[src/rtl/dpd_pack_pkg.sv]
package dpd_pack_pkg;
  localparam int unsigned DIGIT_CODE_LO = 48;
  localparam int unsigned DIGIT_CODE_HI = 57;

  function automatic logic char_is_digit(input logic [7:0] ch);
    return (32'(ch) >= DIGIT_CODE_LO) && (32'(ch) <= DIGIT_CODE_HI);
  endfunction
endpackage

[src/rtl/digit_grouper.sv]
module digit_grouper
  import dpd_pack_pkg::*;
#(
  parameter int NIB_W      = 4,
  parameter int GRP_DIGITS = 3,
  parameter int BYTE_W     = 8
) (
  input  logic                        clk,
  input  logic                        rst,
  input  logic                        in_valid,
  input  logic [BYTE_W-1:0]           in_byte,
  input  logic                        in_eom,
  output logic                        in_ready,
  output logic [NIB_W*GRP_DIGITS-1:0] grp,
  output logic                        grp_valid,
  input  logic                        grp_take,
  output logic                        flush_req,
  input  logic                        drained
);
  localparam int GRP_W = NIB_W * GRP_DIGITS;
  localparam int CNT_W = $clog2(GRP_DIGITS + 1);

  logic [CNT_W-1:0] nib_cnt, n_next;
  logic [GRP_W-1:0] part, part_next, aligned;
  logic             flush_pend, take_dig, take_eom, close;

  assign in_ready  = !grp_valid && !flush_pend;
  assign flush_req = flush_pend && !grp_valid;
  assign take_dig  = in_valid && in_ready && char_is_digit(8'(in_byte));
  assign take_eom  = in_eom && in_ready;

  always_comb begin
    n_next    = nib_cnt + CNT_W'(take_dig);
    part_next = take_dig ? {part[GRP_W-NIB_W-1:0], in_byte[NIB_W-1:0]} : part;
    aligned   = part_next << (NIB_W * (GRP_DIGITS - 32'(n_next)));
    close     = (n_next == CNT_W'(GRP_DIGITS)) || (take_eom && n_next != '0);
  end

  always_ff @(posedge clk) begin
    if (rst) begin
      nib_cnt    <= '0;
      part       <= '0;
      grp        <= '0;
      grp_valid  <= 1'b0;
      flush_pend <= 1'b0;
    end else begin
      if (grp_take) grp_valid <= 1'b0;
      if (close) begin
        grp       <= aligned;
        grp_valid <= 1'b1;
        nib_cnt   <= '0;
        part      <= '0;
      end else begin
        nib_cnt <= n_next;
        part    <= part_next;
      end
      if (take_eom)
        flush_pend <= 1'b1;
      else if (flush_pend && !grp_valid && drained)
        flush_pend <= 1'b0;
    end
  end

  // a full group is always released, so the count never rests at the group size
  assert_nib_bound_R1: assert property (@(posedge clk) disable iff (rst)
    nib_cnt < CNT_W'(GRP_DIGITS));

  // a group waiting for the packer is held unchanged
  assert_grp_hold_R2: assert property (@(posedge clk) disable iff (rst)
    grp_valid && !grp_take |=> grp_valid && $stable(grp));

  // the end of a drain leaves no digits and no group behind
  assert_flush_empty_R9: assert property (@(posedge clk) disable iff (rst)
    $fell(flush_pend) |-> nib_cnt == '0 && !grp_valid);
endmodule

[src/rtl/declet_packer.sv]
module declet_packer #(
  parameter int BYTE_W = 8,
  parameter int DEC_W  = 10
) (
  input  logic              clk,
  input  logic              rst,
  input  logic [DEC_W-1:0]  dec,
  input  logic              grp_valid,
  output logic              grp_take,
  input  logic              flush_req,
  output logic              drained,
  output logic              out_valid,
  output logic [BYTE_W-1:0] out_data,
  input  logic              out_ready
);
  localparam int ACC_W = DEC_W + BYTE_W - 1;
  localparam int CNT_W = $clog2(ACC_W + 1);
  localparam logic [CNT_W-1:0] BYTE_CNT = CNT_W'(BYTE_W);
  localparam logic [CNT_W-1:0] DEC_CNT  = CNT_W'(DEC_W);

  logic [ACC_W-1:0]  acc;
  logic [CNT_W-1:0]  cnt;
  logic [BYTE_W-1:0] hi_byte, pad_byte;
  logic              can_load, full;

  assign full     = cnt >= BYTE_CNT;
  assign can_load = !out_valid || out_ready;
  assign grp_take = grp_valid && !full;
  assign drained  = cnt == '0;

  always_comb begin
    hi_byte  = BYTE_W'(acc >> (cnt - BYTE_CNT));
    pad_byte = BYTE_W'(acc << (BYTE_CNT - cnt));
  end

  always_ff @(posedge clk) begin
    if (rst) begin
      acc       <= '0;
      cnt       <= '0;
      out_valid <= 1'b0;
      out_data  <= '0;
    end else begin
      if (can_load && full) begin
        out_data  <= hi_byte;
        out_valid <= 1'b1;
        cnt       <= cnt - BYTE_CNT;
      end else if (can_load && flush_req && !drained) begin
        out_data  <= pad_byte;
        out_valid <= 1'b1;
        cnt       <= '0;
        acc       <= '0;
      end else if (out_ready) begin
        out_valid <= 1'b0;
      end
      if (grp_take) begin
        acc <= (acc << DEC_W) | ACC_W'(dec);
        cnt <= cnt + DEC_CNT;
      end
    end
  end

  // a byte on offer stays put until the transmitter takes it
  assert_hold_R7: assert property (@(posedge clk) disable iff (rst)
    out_valid && !out_ready |=> out_valid && $stable(out_data));

  // pending bits never exceed what the accumulator holds
  assert_acc_bound_R5: assert property (@(posedge clk) disable iff (rst)
    cnt <= CNT_W'(ACC_W));

  // once the drain starts, no fresh code is appended
  assert_no_append_in_flush_R6: assert property (@(posedge clk) disable iff (rst)
    flush_req |-> !grp_take);
endmodule

[src/rtl/digit_dpd_packer.sv]
module digit_dpd_packer #(
  parameter int BYTE_W     = 8,
  parameter int NIB_W      = 4,
  parameter int GRP_DIGITS = 3,
  parameter int DEC_W      = 10
) (
  input  logic                        clk,
  input  logic                        rst,
  input  logic                        in_valid,
  input  logic [BYTE_W-1:0]           in_byte,
  input  logic                        in_eom,
  output logic                        in_ready,
  output logic [NIB_W*GRP_DIGITS-1:0] enc_bcd,
  input  logic [DEC_W-1:0]            enc_dpd,
  output logic                        out_valid,
  output logic [BYTE_W-1:0]           out_data,
  input  logic                        out_ready
);
  logic grp_valid, grp_take, flush_req, drained;

  digit_grouper #(.NIB_W(NIB_W), .GRP_DIGITS(GRP_DIGITS), .BYTE_W(BYTE_W)) u_group (
    .clk, .rst, .in_valid, .in_byte, .in_eom, .in_ready,
    .grp(enc_bcd), .grp_valid, .grp_take, .flush_req, .drained
  );

  declet_packer #(.BYTE_W(BYTE_W), .DEC_W(DEC_W)) u_pack (
    .clk, .rst, .dec(enc_dpd), .grp_valid, .grp_take, .flush_req, .drained,
    .out_valid, .out_data, .out_ready
  );
endmodule

[config.mk]
export PLATFORM = sky130hd
export DESIGN_NAME = digit_dpd_packer
export DESIGN_NICKNAME = d
export VERILOG_FILES = /design/src/rtl/dpd_pack_pkg.sv /design/src/rtl/digit_grouper.sv /design/src/rtl/declet_packer.sv /design/src/rtl/digit_dpd_packer.sv
export SDC_FILE = /design/constraint.sdc
export NUM_CORES = 1
export LEC_CHECK = 0
export CORE_MARGIN = 2
export CORE_UTILIZATION = 58
export CTS_CLUSTER_SIZE = 10
export DETAILED_ROUTE_END_ITERATION = 8
export PLACE_DENSITY = 0.89
export SYNTH_ARGS = -nofsm -noshare
export SYNTH_HDL_FRONTEND = slang
export SYNTH_SLANG_ARGS = --single-unit
[constraint.sdc]
create_clock -name clk -period 7.06 [get_ports clk]
set_input_delay 1.412 -clock clk [delete_from_list [all_inputs] [get_ports clk]]
set_output_delay 1.412 -clock clk [all_outputs]
set_load 0.02 [all_outputs]
==> out/metrics.csv <==
metric;value;unit
max_freq;230;MHz
ant_nets;0;
clkTransAtPathRegs;0.07;ns
drt_wl_total;7740;um
leakage;1.35;nW
first_pass_iters;5;
grt_max_degree;40;
fin_skew;0.00760;ns
async_flop_share;0;%
final_common_cell;dfxtp_1;
drt_iter0_drc;300;
die-area;5750;sq um
p_seq_share;35.4;%
antenna_found_initial;0;
pwr_density_cell;304;nW/um^2
slew_violations;0;
routed-via-count;2835;
vdd_drop_max;0.228;mV
htree_levels;3;
finalPower;1.12;mW
power_frac_comb;30.3;%
post_cts_buffers;0;
cp_data_arrival_time;4.63;ns
post_cts_resized;0;
postCtsHoldBufs;0;
slew_headroom;36.8;%
cpPeakStageDelay;0.76;ns
worst_pin_slew;0.944;ns
outcome;finished, final reports clean;
grt_first_pass_wirelength;12200;um
hold_viol_final;0;
final_cell_mix;58 x dfxtp_1, 56 x nor2_1, 44 x clkdlybuf4s50_1, 27 x mux2i_1, 21 x a22oi_1;
end_kind;flip-flop;
finalSetupTns;0;ns
diodes;0;
synth_nets;373;
final_nets;407;
numPortBuffers;44;
synth_edf_count;0;
period_minus_slack;4.35;ns
grtUsageTotal;28.3;%
viasPerCell;6.24;
place.gp.congestion;0.909;
rsz0062_at_grt;no;
postSynthAreaPerCell;8.67;sq um
rrSetupSlack;3.80;ns
core_area;5040;sq um
p_sw;0.389;mW
yosysUniqueCellTypes;51;
maxCapViolations;0;
numCtsBuffers;9;
dieHeight;75.8;um
yosysSeqAreaShare;38.8;%
yosys_register_bits;58;
yosys_warnings;0;
ys.flop_type;dfxtp_1;
worstSetupPathType;in2reg;
rows;26;
period_share;61.6;%
crit_path_start_kind;input port;
path_cells;clkdlybuf4s50_1 > nor4bb_1 > nand4_1 > buf_4 > inv_1 > ha_1 > nand2_1 > o21ai_0 > nor2_1 > a221o_1;
clock_power_share;34.3;%
cts.path.max_buffers;2;
final_util;73.1;%
dp.final_hpwl;5330;um
synth_cells;345;
critPathSlowestCell;nor2_1;
route.detailed.drc;0;
switching_share;34.8;%
syn_area;2990;sq um
setup_violations;0;
crit_fanout;21;
grt_pass1_vias;2500;
routedWlPerCell;17.0;um
clock-root-buffer;clkbuf_8;
cts_tree;done;
pin_count;45;
start_util;59.3;%
clock_latency;0.34;ns
grt.overflow.total;0;
internal_power;0.730;mW
die_w;75.8;um
required;7.34;ns
drive_above_1_share;8.07;%
cts_sinks;58;
syn_to_final_growth;23.2;%
hold_path_class;reg2reg;
through the flow:
stage / cells / hold WS, ns / cell area (sq um) / setup slack (ns)
CTS: 454 / 0.482 / 3680 / 2.74
global route: 454 / 0.496 / 3680 / 2.44
finish: 454 / 0.480 / 3680 / 2.71
floorplan: 345 / 0.460 / 2990 / 3.43
detailed placement: 438 / 0.451 / 3440 / 2.40
global placement: 438 / 0.450 / 3440 / 2.62
flip-flops by register name, indices dropped and copies added, names as in the netlist:
signal,flops
u_group.flush_pend,1
u_group.grp,12
u_pack.acc,17
u_pack.out_valid,1
u_group.grp_valid,1
u_pack.out_data,8
u_group.nib_cnt,2
u_pack.cnt,4
u_group.part,12
metal layers:
layer | wire [um] | vias up | global-route usage, %
li1 | - | 1344 | -
met2 | 3510 | 154 | 42.8
met5 | 0 | - | 0
met1 | 3380 | 1313 | 39.0
met4 | 223 | 0 | 13.6
met3 | 620 | 24 | 4.89
cells in the mapped netlist, types with 3 or more instances:
cell type  instances  area [sq um]
a211oi_1          16           120
a21oi_1           16          80.1
a221o_1            4          40.0
a22o_1             4          35.0
a22oi_1           21           158
a31oi_1            3          18.8
and2_1             3          18.8
buf_1              3          11.3
clkbuf_1          18          67.6
dfxtp_1           58          1160
ha_1               5          62.6
inv_1              8          30.0
mux2_2             6          67.6
mux2i_1           27           270
nand2_1           19          71.3
nand2b_1           3          18.8
nand3_1            5          25.0
nor2_1            56           210
nor2b_1            8          50.1
nor3_1             8          40.0
o21ai_0            5          25.0
o22ai_1            8          50.1
o2bb2ai_1          4          35.0
o31ai_1            3          22.5
worst paths after layout:
check | to | startpoint | depth (start not counted)
max | u_group.grp[8] | in_byte[4] | 10
max reg2reg | u_group.grp[8] | u_group.grp_valid | 9
min | u_group.grp[3] | u_group.grp[3] | 1
min reg2reg | u_group.grp[3] | u_group.grp[3] | 1
worst max-delay path: cells and delay by family:
kind	cells	cell delay, ns
buffers and inverters	3	0.81
AND/OR/NAND/NOR	4	1.47
AO/OA/AOI/OAI	2	0.51
adder cells (fa/ha/maj)	1	0.43
cells by family after synthesis:
| logic type | synth area share [%] |
|---|---|
| xor gates and xnor gates | 0.586 |
| and+or+nand+nor | 17.3 |
| buffers and inverters | 4.73 |
| adders and majority gates | 2.09 |
| muxes | 12.8 |
| DFF | 38.8 |
| AOI/OAI and AO/OA | 23.6 |
final cells by class:
class | instances | area, sq um
inverters | 8 | 30.0
repair buffers | 48 | 470
clock inverters | 7 | 124
flip-flops and latches | 58 | 1160
clock buffers | 9 | 124
fillers | 362 | 1360
multi-input cells | 254 | 1690
well taps | 70 | 87.6
power groups by stage:
stage | sequential (mW) | combinational (mW) | clock (mW)
floorplan | 0.408 | 0.212 | 0
global placement | 0.402 | 0.322 | 0
detailed placement | 0.402 | 0.332 | 0
CTS | 0.395 | 0.336 | 0.386
global route | 0.402 | 0.375 | 0.405
finish | 0.396 | 0.339 | 0.384
(Power assumes the default switching activity.)
